<file path="src/rtl/bcast_pkg.sv">
package bcast_pkg;

    typedef enum logic {
        STAGE_BYPASS = 1'b0,
        STAGE_REG    = 1'b1
    } stage_mode_e;

    // number of tag bits needed to name n processors plus the printer
    function automatic int unsigned tag_bits(input int unsigned n);
        return (n < 1) ? 1 : $clog2(n + 1);
    endfunction

endpackage

</file>
<file path="src/rtl/bcast_decode.sv">
module bcast_decode #(
    parameter int unsigned NUM_PROC = 4,
    parameter int unsigned TAG_W    = 3
) (
    input  logic [TAG_W-1:0]  tag,
    output logic [NUM_PROC:0] dest,
    output logic              bad
);
    for (genvar j = 0; j <= NUM_PROC; j++) begin : g_dec
        assign dest[j] = (tag == TAG_W'(j));
    end

    assign bad = ~(|dest);
endmodule

</file>
<file path="src/rtl/bcast_stage.sv">
module bcast_stage
    import bcast_pkg::*;
#(
    parameter int unsigned W    = 32,
    parameter stage_mode_e MODE = STAGE_REG
) (
    input  logic         clk,
    input  logic         rst,
    input  logic         in_valid,
    output logic         in_ready,
    input  logic [W-1:0] in_pl,
    output logic         out_valid,
    input  logic         out_ready,
    output logic [W-1:0] out_pl
);
    if (MODE == STAGE_REG) begin : g_reg
        logic         full_q;
        logic [W-1:0] pl_q;

        assign in_ready  = ~full_q | out_ready;
        assign out_valid = full_q;
        assign out_pl    = pl_q;

        always_ff @(posedge clk) begin
            if (rst) begin
                full_q <= 1'b0;
                pl_q   <= '0;
            end else if (in_valid && in_ready) begin
                full_q <= 1'b1;
                pl_q   <= in_pl;
            end else if (out_ready) begin
                full_q <= 1'b0;
            end
        end


        held_stable_chk: assert property (@(posedge clk) disable iff (rst)
            (out_valid && !out_ready) |=> (out_valid && $stable(out_pl)));
    end else begin : g_pass
        assign in_ready  = out_ready;
        assign out_valid = in_valid;
        assign out_pl    = in_pl;
    end
endmodule

</file>
<file path="src/rtl/bcast_fanout.sv">
module bcast_fanout #(
    parameter int unsigned NUM_PROC = 4,
    parameter int unsigned LOCAL_AW = 8,
    parameter int unsigned FULL_AW  = 11,
    parameter int unsigned DATA_W   = 16
) (
    input  logic                         clk,
    input  logic                         rst,
    input  logic                         s_valid,
    output logic                         s_ready,
    input  logic [NUM_PROC:0]            s_dest,
    input  logic [FULL_AW-1:0]           s_addr,
    input  logic [DATA_W-1:0]            s_data,
    output logic                         prn_valid,
    input  logic                         prn_ready,
    output logic [FULL_AW-1:0]           prn_addr,
    output logic [DATA_W-1:0]            prn_data,
    output logic [NUM_PROC-1:0]          proc_valid,
    input  logic [NUM_PROC-1:0]          proc_ready,
    output logic [NUM_PROC*LOCAL_AW-1:0] proc_addr,
    output logic [NUM_PROC*DATA_W-1:0]   proc_data
);
    logic [NUM_PROC:0] vld_all;
    logic [NUM_PROC:0] rdy_all;

    assign vld_all    = {(NUM_PROC+1){s_valid}} & s_dest;
    assign rdy_all    = {proc_ready, prn_ready};
    assign s_ready    = |(s_dest & rdy_all);

    assign prn_valid  = vld_all[0];
    assign prn_addr   = s_addr;
    assign prn_data   = s_data;
    assign proc_valid = vld_all[NUM_PROC:1];

    for (genvar k = 0; k < NUM_PROC; k++) begin : g_proc
        assign proc_addr[k*LOCAL_AW +: LOCAL_AW] = s_addr[LOCAL_AW-1:0];
        assign proc_data[k*DATA_W +: DATA_W]     = s_data;
    end


    one_dest_chk: assert property (@(posedge clk) disable iff (rst)
        $onehot0({proc_valid, prn_valid}));
endmodule

</file>
<file path="src/rtl/bcast_resp_router.sv">
module bcast_resp_router
    import bcast_pkg::*;
#(
    parameter int unsigned NUM_PROC = 4,
    parameter int unsigned LOCAL_AW = 8,
    parameter int unsigned DATA_W   = 16,
    parameter stage_mode_e MODE     = STAGE_REG,
    localparam int unsigned TAG_W   = tag_bits(NUM_PROC),
    localparam int unsigned FULL_AW = LOCAL_AW + TAG_W
) (
    input  logic                         clk,
    input  logic                         rst,
    input  logic                         in_valid,
    output logic                         in_ready,
    input  logic [TAG_W-1:0]             in_tag,
    input  logic [FULL_AW-1:0]           in_addr,
    input  logic [DATA_W-1:0]            in_data,
    output logic                         prn_valid,
    input  logic                         prn_ready,
    output logic [FULL_AW-1:0]           prn_addr,
    output logic [DATA_W-1:0]            prn_data,
    output logic [NUM_PROC-1:0]          proc_valid,
    input  logic [NUM_PROC-1:0]          proc_ready,
    output logic [NUM_PROC*LOCAL_AW-1:0] proc_addr,
    output logic [NUM_PROC*DATA_W-1:0]   proc_data,
    output logic                         bad_tag_err
);
    typedef struct packed {
        logic [NUM_PROC:0]    dest;
        logic [FULL_AW-1:0]   addr;
        logic [DATA_W-1:0]    data;
    } resp_t;

    localparam logic [TAG_W-1:0] TOP_TAG = TAG_W'(NUM_PROC);

    logic [NUM_PROC:0] dec_dest;
    logic              dec_bad;
    resp_t             in_pl, out_pl;
    logic              st_in_ready, st_out_valid, st_out_ready;
    logic              err_q;

    bcast_decode #(.NUM_PROC(NUM_PROC), .TAG_W(TAG_W)) dec_i (
        .tag (in_tag),
        .dest(dec_dest),
        .bad (dec_bad)
    );

    assign in_pl    = '{dest: dec_dest, addr: in_addr, data: in_data};
    assign in_ready = dec_bad | st_in_ready;

    bcast_stage #(.W($bits(resp_t)), .MODE(MODE)) stage_i (
        .clk      (clk),
        .rst      (rst),
        .in_valid (in_valid & ~dec_bad),
        .in_ready (st_in_ready),
        .in_pl    (in_pl),
        .out_valid(st_out_valid),
        .out_ready(st_out_ready),
        .out_pl   (out_pl)
    );

    bcast_fanout #(
        .NUM_PROC(NUM_PROC), .LOCAL_AW(LOCAL_AW),
        .FULL_AW(FULL_AW), .DATA_W(DATA_W)
    ) fan_i (
        .clk       (clk),
        .rst       (rst),
        .s_valid   (st_out_valid),
        .s_ready   (st_out_ready),
        .s_dest    (out_pl.dest),
        .s_addr    (out_pl.addr),
        .s_data    (out_pl.data),
        .prn_valid (prn_valid),
        .prn_ready (prn_ready),
        .prn_addr  (prn_addr),
        .prn_data  (prn_data),
        .proc_valid(proc_valid),
        .proc_ready(proc_ready),
        .proc_addr (proc_addr),
        .proc_data (proc_data)
    );

    always_ff @(posedge clk) begin
        if (rst) err_q <= 1'b0;
        else     err_q <= in_valid & dec_bad;
    end
    assign bad_tag_err = err_q;


    bad_tag_ready_chk: assert property (@(posedge clk) disable iff (rst)
        (in_valid && (in_tag > TOP_TAG)) |-> in_ready);


    err_source_chk: assert property (@(posedge clk) disable iff (rst)
        bad_tag_err |-> $past(in_valid && (in_tag > TOP_TAG)));


    reset_clear_chk: assert property (@(posedge clk) disable iff (rst)
        $past(rst) |-> (!prn_valid && (proc_valid == '0) && !bad_tag_err));
endmodule

</file>
<file path="config.mk">
export PLATFORM = sky130hd
export DESIGN_NAME = bcast_resp_router
export DESIGN_NICKNAME = d
export VERILOG_FILES = /design/src/rtl/bcast_pkg.sv /design/src/rtl/bcast_decode.sv /design/src/rtl/bcast_stage.sv /design/src/rtl/bcast_fanout.sv /design/src/rtl/bcast_resp_router.sv
export SDC_FILE = /design/constraint.sdc
export NUM_CORES = 1
export LEC_CHECK = 0
export BUFFER_PORTS_ARGS = -buffer_cell sky130_fd_sc_hd__buf_2
export CAP_MARGIN = 10
export CORE_MARGIN = 2
export CORE_UTILIZATION = 41
export DETAILED_ROUTE_END_ITERATION = 16
export GPL_ROUTABILITY_DRIVEN = 0
export HOLD_SLACK_MARGIN = 0.08
export PLACE_DENSITY_LB_ADDON = 0.12
export REMOVE_ABC_BUFFERS = 1
export SETUP_SLACK_MARGIN = 0.3
export SYNTH_ARGS = -nofsm -noshare
export SYNTH_HDL_FRONTEND = slang
export SYNTH_SLANG_ARGS = --single-unit
export TNS_END_PERCENT = 10
</file>
<file path="constraint.sdc">
create_clock -name clk -period 1.5 [get_ports clk]
set_input_delay 0.3 -clock clk [delete_from_list [all_inputs] [get_ports clk]]
set_output_delay 0.3 -clock clk [all_outputs]
set_load 0.1 [all_outputs]
</file>
==> results of run 1 <==
Yosys cell counts:
master / count
nor2b_4: 1
nor2_1: 1
o2bb2ai_1: 2
nand2b_1: 57
nand4_4: 1
o21a_1: 3
nor3b_1: 1
a21oi_1: 1
buf_4: 96
clkbuf_1: 7
a22oi_2: 2
buf_6: 4
and3_1: 1
and2_1: 5
nand2_2: 1
nand2_1: 2
dfxtp_1: 34
mux2i_1: 29
a31oi_1: 3
nor3_1: 1
inv_1: 1
o21ai_1: 1
per-stage QoR:
step | utilization | setup TNS (ns) | cells | power [mW] | hold slack, ns
finish | 0.801 | -0.0763 | 402 | 4.51 | 0.267
detailed placement | 0.474 | -0.00608 | 390 | 3.15 | 0.466
global route | 0.801 | -0.145 | 402 | 4.64 | 0.259
floorplan | - | -333.89 | 147 | 2.80 | 0.369
global placement | 0.474 | 0 | 390 | 3.14 | 0.456
CTS | 0.623 | -0.0996 | 400 | 4.13 | 0.262
where the power goes:
part	total, mW	switching, mW	internal, mW
clock network	0.696	0.326	0.370
registers	1.12	0.171	0.954
logic	2.69	1.84	0.855
sequential cells by signal, summed over array words and instances (netlist names):
| signal | count |
|---|---|
| stage_i.out_pl | 32 |
| bad_tag_err | 1 |
| stage_i.out_valid | 1 |
area by class of cell:
type / count / area [um^2] / share of cell area
multi-input combinational: 112 / 871 / 0.199
inverter: 1 / 3.75 / 0.000856
sequential: 34 / 779 / 0.178
tap: 72 / 90.1 / 0.0205
clock inverter: 1 / 5.00 / 0.00114
timing repair buffer: 175 / 2550 / 0.581
clock buffer: 7 / 86.3 / 0.0197
routing by layer:
layer	wire (um)	vias up	global-route usage
met3	503	6	0.0375
met2	4020	87	0.256
met5	0	-	0
li1	-	868	-
met4	73	0	0.0569
met1	2190	860	0.179
cell families after synthesis:
group,share of synthesized area
buffers and inverters,0.343
and+or+nand+nor,0.198
DFF,0.293
muxes,0.125
AOI/OAI and AO/OA,0.0404
worst register-to-register path: cells and delay by family (launching register included):
kind	cells	cell delay (ns)
muxes	1	0.25
buffers and inverters	2	0.33
DFF	1	0.37
and+or+nand+nor	2	0.30
AOI/OAI and AO/OA	1	0.09
final timing paths:
check,startpoint,endpoint,slack [ns],cells past startpoint
max,stage_i.out_pl[29],in_ready,-0.08,4
min,in_data[9],stage_i.out_pl[9],0.27,3
max reg2reg,stage_i.out_pl[30],stage_i.out_pl[2],0.08,6
min reg2reg,stage_i.out_pl[28],stage_i.out_pl[28],0.48,1
timing repair:
item	in CTS	in global routing
setup buffers	2	2
gates resized for setup	212	300
endpoints found under the setup margin	162	161
pin swaps	4	1
==> run metrics, run 1 <==
area grow syn2layout=89.0%; Worst EP required=1.20 ns; Remaining Overflow, GRT=0; DRT antenna net count=0; WL per Instance=16.9 um; H-tree depth=2; Power Dens Cells=1030 nW/um^2; outcome=finished, violations left; clock slew at reported path FFs=0.07 ns; Initial DRC Count=36; Slew HR=0.730; number of max-cap violations=0; failing checks=negative setup slack; Distinct cells, synth=22; drt drc=0; largest net degree at the start of global routing=64; starting density of the core=0.424; Synth area leaders=buf_4, dfxtp_1, nand2b_1; clk sinks=34; initial antenna violation count=0; Finished Cell Area=4380 um^2; Max Buffers Root-to-Sink=2; die area=6280 um^2; sequential area share after synthesis=0.293; CORE AREA=5470 um^2; fin. max-slew vios=0; Core Rows=27; Root Driver=clkbuf_8; top cell type's share of synthesized area=0.311; fraction of layout cells with a size suffix above 1=0.679; CP bufs+invs=1; Filler cells=315; post-synth top area cell=buf_4; DP HPWL=3.17 mm; Final Hold Viols=0; final worst slack=-0.0763 ns; worst-path cell chain=a22oi_2, nand4_4, nand2b_4, buf_12; Synth Area per Inst=9.13 um^2; Worst Setup Start Kind=flip-flop; Slowest-stage cell, CP=dfxtp_2; # diodes=0; commonest non-fill, non-tap cell in the layout=buf_12; period utilisation layout=1.05; Vias/cell=4.53; Clock Skew=0.00721 ns; Worst VDD drop=0.644 mV; area post-placement=2600 um^2; io pins=168; CTS Buf Count=5; synthesized instance count=254; hold buffers post-CTS=0; GRT Overall Usage=0.149; critical path class=reg2out; global-route wire length before repair=7.45 mm; Port Buf Inserts=167; crit path DAT=1.28 ns; #FFs+latches synth=34; max incr delay on CP=0.32 ns; clk_lat worst skew=0.28 ns; Pre-antenna DRT Iters=4; CTS tree=done; Cell Area, Synth=2320 um^2; most frequent cells in the layout=buf_12, nand2b_1, buf_2; WL final=6.79 mm; crit end category=output port; vias post-DR=1,821; yosys synthesis warning count=0; RSZ-0062 raised after global routing=true; Peak Freq=634 MHz; Die X=79.2 um; Worst Hold Class=in2reg; Post-Place Worst Slack=-0.00600 ns; Worst Tran Pin Value=0.403 ns; post-route minimum period=1.58 ns; Nets=367; Crit path max-delay family=flip-flops; Die Y=79.2 um; vias in the first global route=1,523; CP Max Fanout=2; final setup fails=1; leakage=1.85 nW
(Power assumes the default switching activity.)
==> inputs of run 2 (changes only) <==
--- a/config.mk
+++ b/config.mk
@@ -8,7 +8,7 @@
 export BUFFER_PORTS_ARGS = -buffer_cell sky130_fd_sc_hd__buf_2
 export CAP_MARGIN = 10
 export CORE_MARGIN = 2
-export CORE_UTILIZATION = 41
+export CORE_UTILIZATION = 37
 export DETAILED_ROUTE_END_ITERATION = 16
 export GPL_ROUTABILITY_DRIVEN = 0
 export HOLD_SLACK_MARGIN = 0.08
==> constraint.sdc (replaced) <==
create_clock -name clk -period 1.3 [get_ports clk]
set_input_delay 0.26 -clock clk [delete_from_list [all_inputs] [get_ports clk]]
set_output_delay 0.26 -clock clk [all_outputs]
set_load 0.1 [all_outputs]
==> run metrics, run 2 (synthesized netlist as in run 1, its figures left out) <==
Post-Place Worst Slack=-0.658 ns (was -0.00600 ns); Worst EP required=1.04 ns (was 1.20 ns); vias post-DR=2,001 (was 1,821); Clock Skew=0.00776 ns (was 0.00721 ns); largest net degree at the start of global routing=64 (unchanged); Finished Cell Area=5110 um^2 (was 4380 um^2); CP Max Fanout=2 (unchanged); Pre-antenna DRT Iters=4 (unchanged); leakage=2.18 nW (was 1.85 nW); total power=5.75 mW (was 4.51 mW); Max Buffers Root-to-Sink=2 (unchanged); DP HPWL=5.43 mm (was 3.17 mm); Initial DRC Count=45 (was 36); Root Driver=clkbuf_8 (unchanged); reg2reg start=stage_i.out_pl[27] (was stage_i.out_pl[30]); Worst Tran Pin Value=0.232 ns (was 0.403 ns); commonest non-fill, non-tap cell in the layout=buf_12 (unchanged); Min-Delay Startpoint=in_data[3] (was in_data[9]); GRT Overall Usage=0.219 (was 0.149); area post-placement=4690 um^2 (was 2600 um^2); met3 Resource Use GR=0.0855 (was 0.0375); most frequent cells in the layout=buf_12, nand2b_1, buf_2 (unchanged); DP Cell Count=427 (was 390); critical path class=reg2out (unchanged); Register Area=691 um^2 (was 779 um^2); drt drc=0 (unchanged); failing checks=negative setup slack (unchanged); post-route minimum period=1.65 ns; starting density of the core=0.387 (was 0.424); Logic pwr share=0.635 (was 0.597); Core Rows=28 (was 27); RSZ-0062 raised after global routing=true (unchanged); initial antenna violation count=0 (unchanged); CTS Buf Count=5 (unchanged); busiest grt layer=met2 (unchanged); final setup fails=38 (was 1); Worst VDD drop=0.678 mV (was 0.644 mV); Vias/cell=4.50 (was 4.53); Worst Hold Class=in2reg (unchanged); fraction of layout cells with a size suffix above 1=0.651 (was 0.679); Port Buf Inserts=167 (unchanged); WL final=7.63 mm (was 6.79 mm); CORE AREA=5990 um^2 (was 5470 um^2); clk sinks=34 (unchanged); Setup crit start=stage_i.out_pl[27] (was stage_i.out_pl[29]); area grow syn2layout=120% (was 89.0%); Worst Setup Start Kind=flip-flop (unchanged); clock network fraction of design power=0.164 (was 0.154); # diodes=0 (unchanged); switch share=0.482 (was 0.517); clock slew at reported path FFs=0.07 ns (about the same); period utilisation layout=1.27; H-tree depth=2 (unchanged); Remaining Overflow, GRT=0 (unchanged); area occupied by multi-input gates=892 um^2 (was 871 um^2); final worst slack=-0.351 ns (was -0.0763 ns); Final Hold Viols=0 (unchanged); fin. max-slew vios=0 (unchanged); grt met1 use=0.199 (was 0.179); vias in the first global route=2,260 (was 1,523); WL per Instance=17.1 um (was 16.9 um); hold buffers post-CTS=0 (unchanged); reg-to-reg slack, setup=-0.32 ns (was 0.08 ns); Die X=83.2 um (was 79.2 um); crit path DAT=1.39 ns (was 1.28 ns); met2 Resource Use GR=0.434 (was 0.256); CTS tree=done (unchanged); io pins=168 (unchanged); Internal Pwr Total=2.98 mW (was 2.18 mW); Slew HR=0.844 (was 0.730); Power Dens Cells=1120 nW/um^2 (was 1030 nW/um^2); die area=6920 um^2 (was 6280 um^2); Non-Filler Instances=445 (was 402); crit end category=output port (unchanged); part of the power in registers=0.201 (was 0.249); Peak Freq=606 MHz; clk_lat worst skew=0.28 ns (about the same); outcome=finished, violations left (unchanged); Nets=407 (was 367); Filler cells=275 (was 315); global-route wire length before repair=11.9 mm (was 7.45 mm); switching power=2.77 mW (was 2.33 mW); DRT antenna net count=0 (unchanged); number of max-cap violations=0 (unchanged); setup TNS=-8.38 ns (was -0.0763 ns); Die Y=83.2 um (was 79.2 um); max reg flops=32 (unchanged)
-- run 2: cell type report --
| class | instances | area share |
|---|---|---|
| repair buffers | 214 | 0.651 |
| flip-flops and latches | 34 | 0.135 |
| clock buffers | 7 | 0.0149 |
| multi-input cells | 113 | 0.174 |
| clock inverters | 1 | 0.00587 |
| inverters | 1 | 0.000734 |
| well taps | 75 | 0.0183 |
-- run 2: path summary, 6_finish.rpt --
kind | to | depth (start not counted)
worst min register to register | stage_i.out_pl[8] | 2
worst max register to register | stage_i.out_pl[15] | 8
worst min-delay path | stage_i.out_pl[3] | 3
worst max-delay path | in_ready | 5
-- run 2: worst max-delay path: stages, from the launching register on --
cell and delay, ns:
dfxtp_2 0.33, a22oi_2 0.20, nand4_4 0.13, buf_6 0.14
nand2b_4 0.14, buf_12 0.16
-- run 2: metal layers --
layer	vias to the layer above	part of all wire
met5	-	0
met4	0	0.020
met3	14	0.094
met2	110	0.58
met1	935	0.30
li1	942	-
-- run 2: metrics by stage --
step,hold WS [ns],util
after floorplan,0.329,-
after global placement,0.457,0.783
after detailed placement,0.471,0.783
after CTS,0.232,0.843
after global routing,0.233,0.854
final,0.230,0.854
-- run 2: power groups by stage --
stage          logic, mW  registers [mW]  clock network [mW]
5_1_grt             3.72            1.16               0.996
3_3_place_gp        3.46            1.16                   0
2_1_floorplan      0.225            3.01                   0
4_1_cts             3.63            1.15               0.945
3_5_place_dp        3.50            1.16                   0
6_report            3.65            1.15               0.941
-- run 2: timing repair --
item                       CTS  global route
pin swaps                    6             0
gates cloned                 2             1
setup buffers                6             1
setup endpoints to repair  162           163
gates resized for setup     47             5
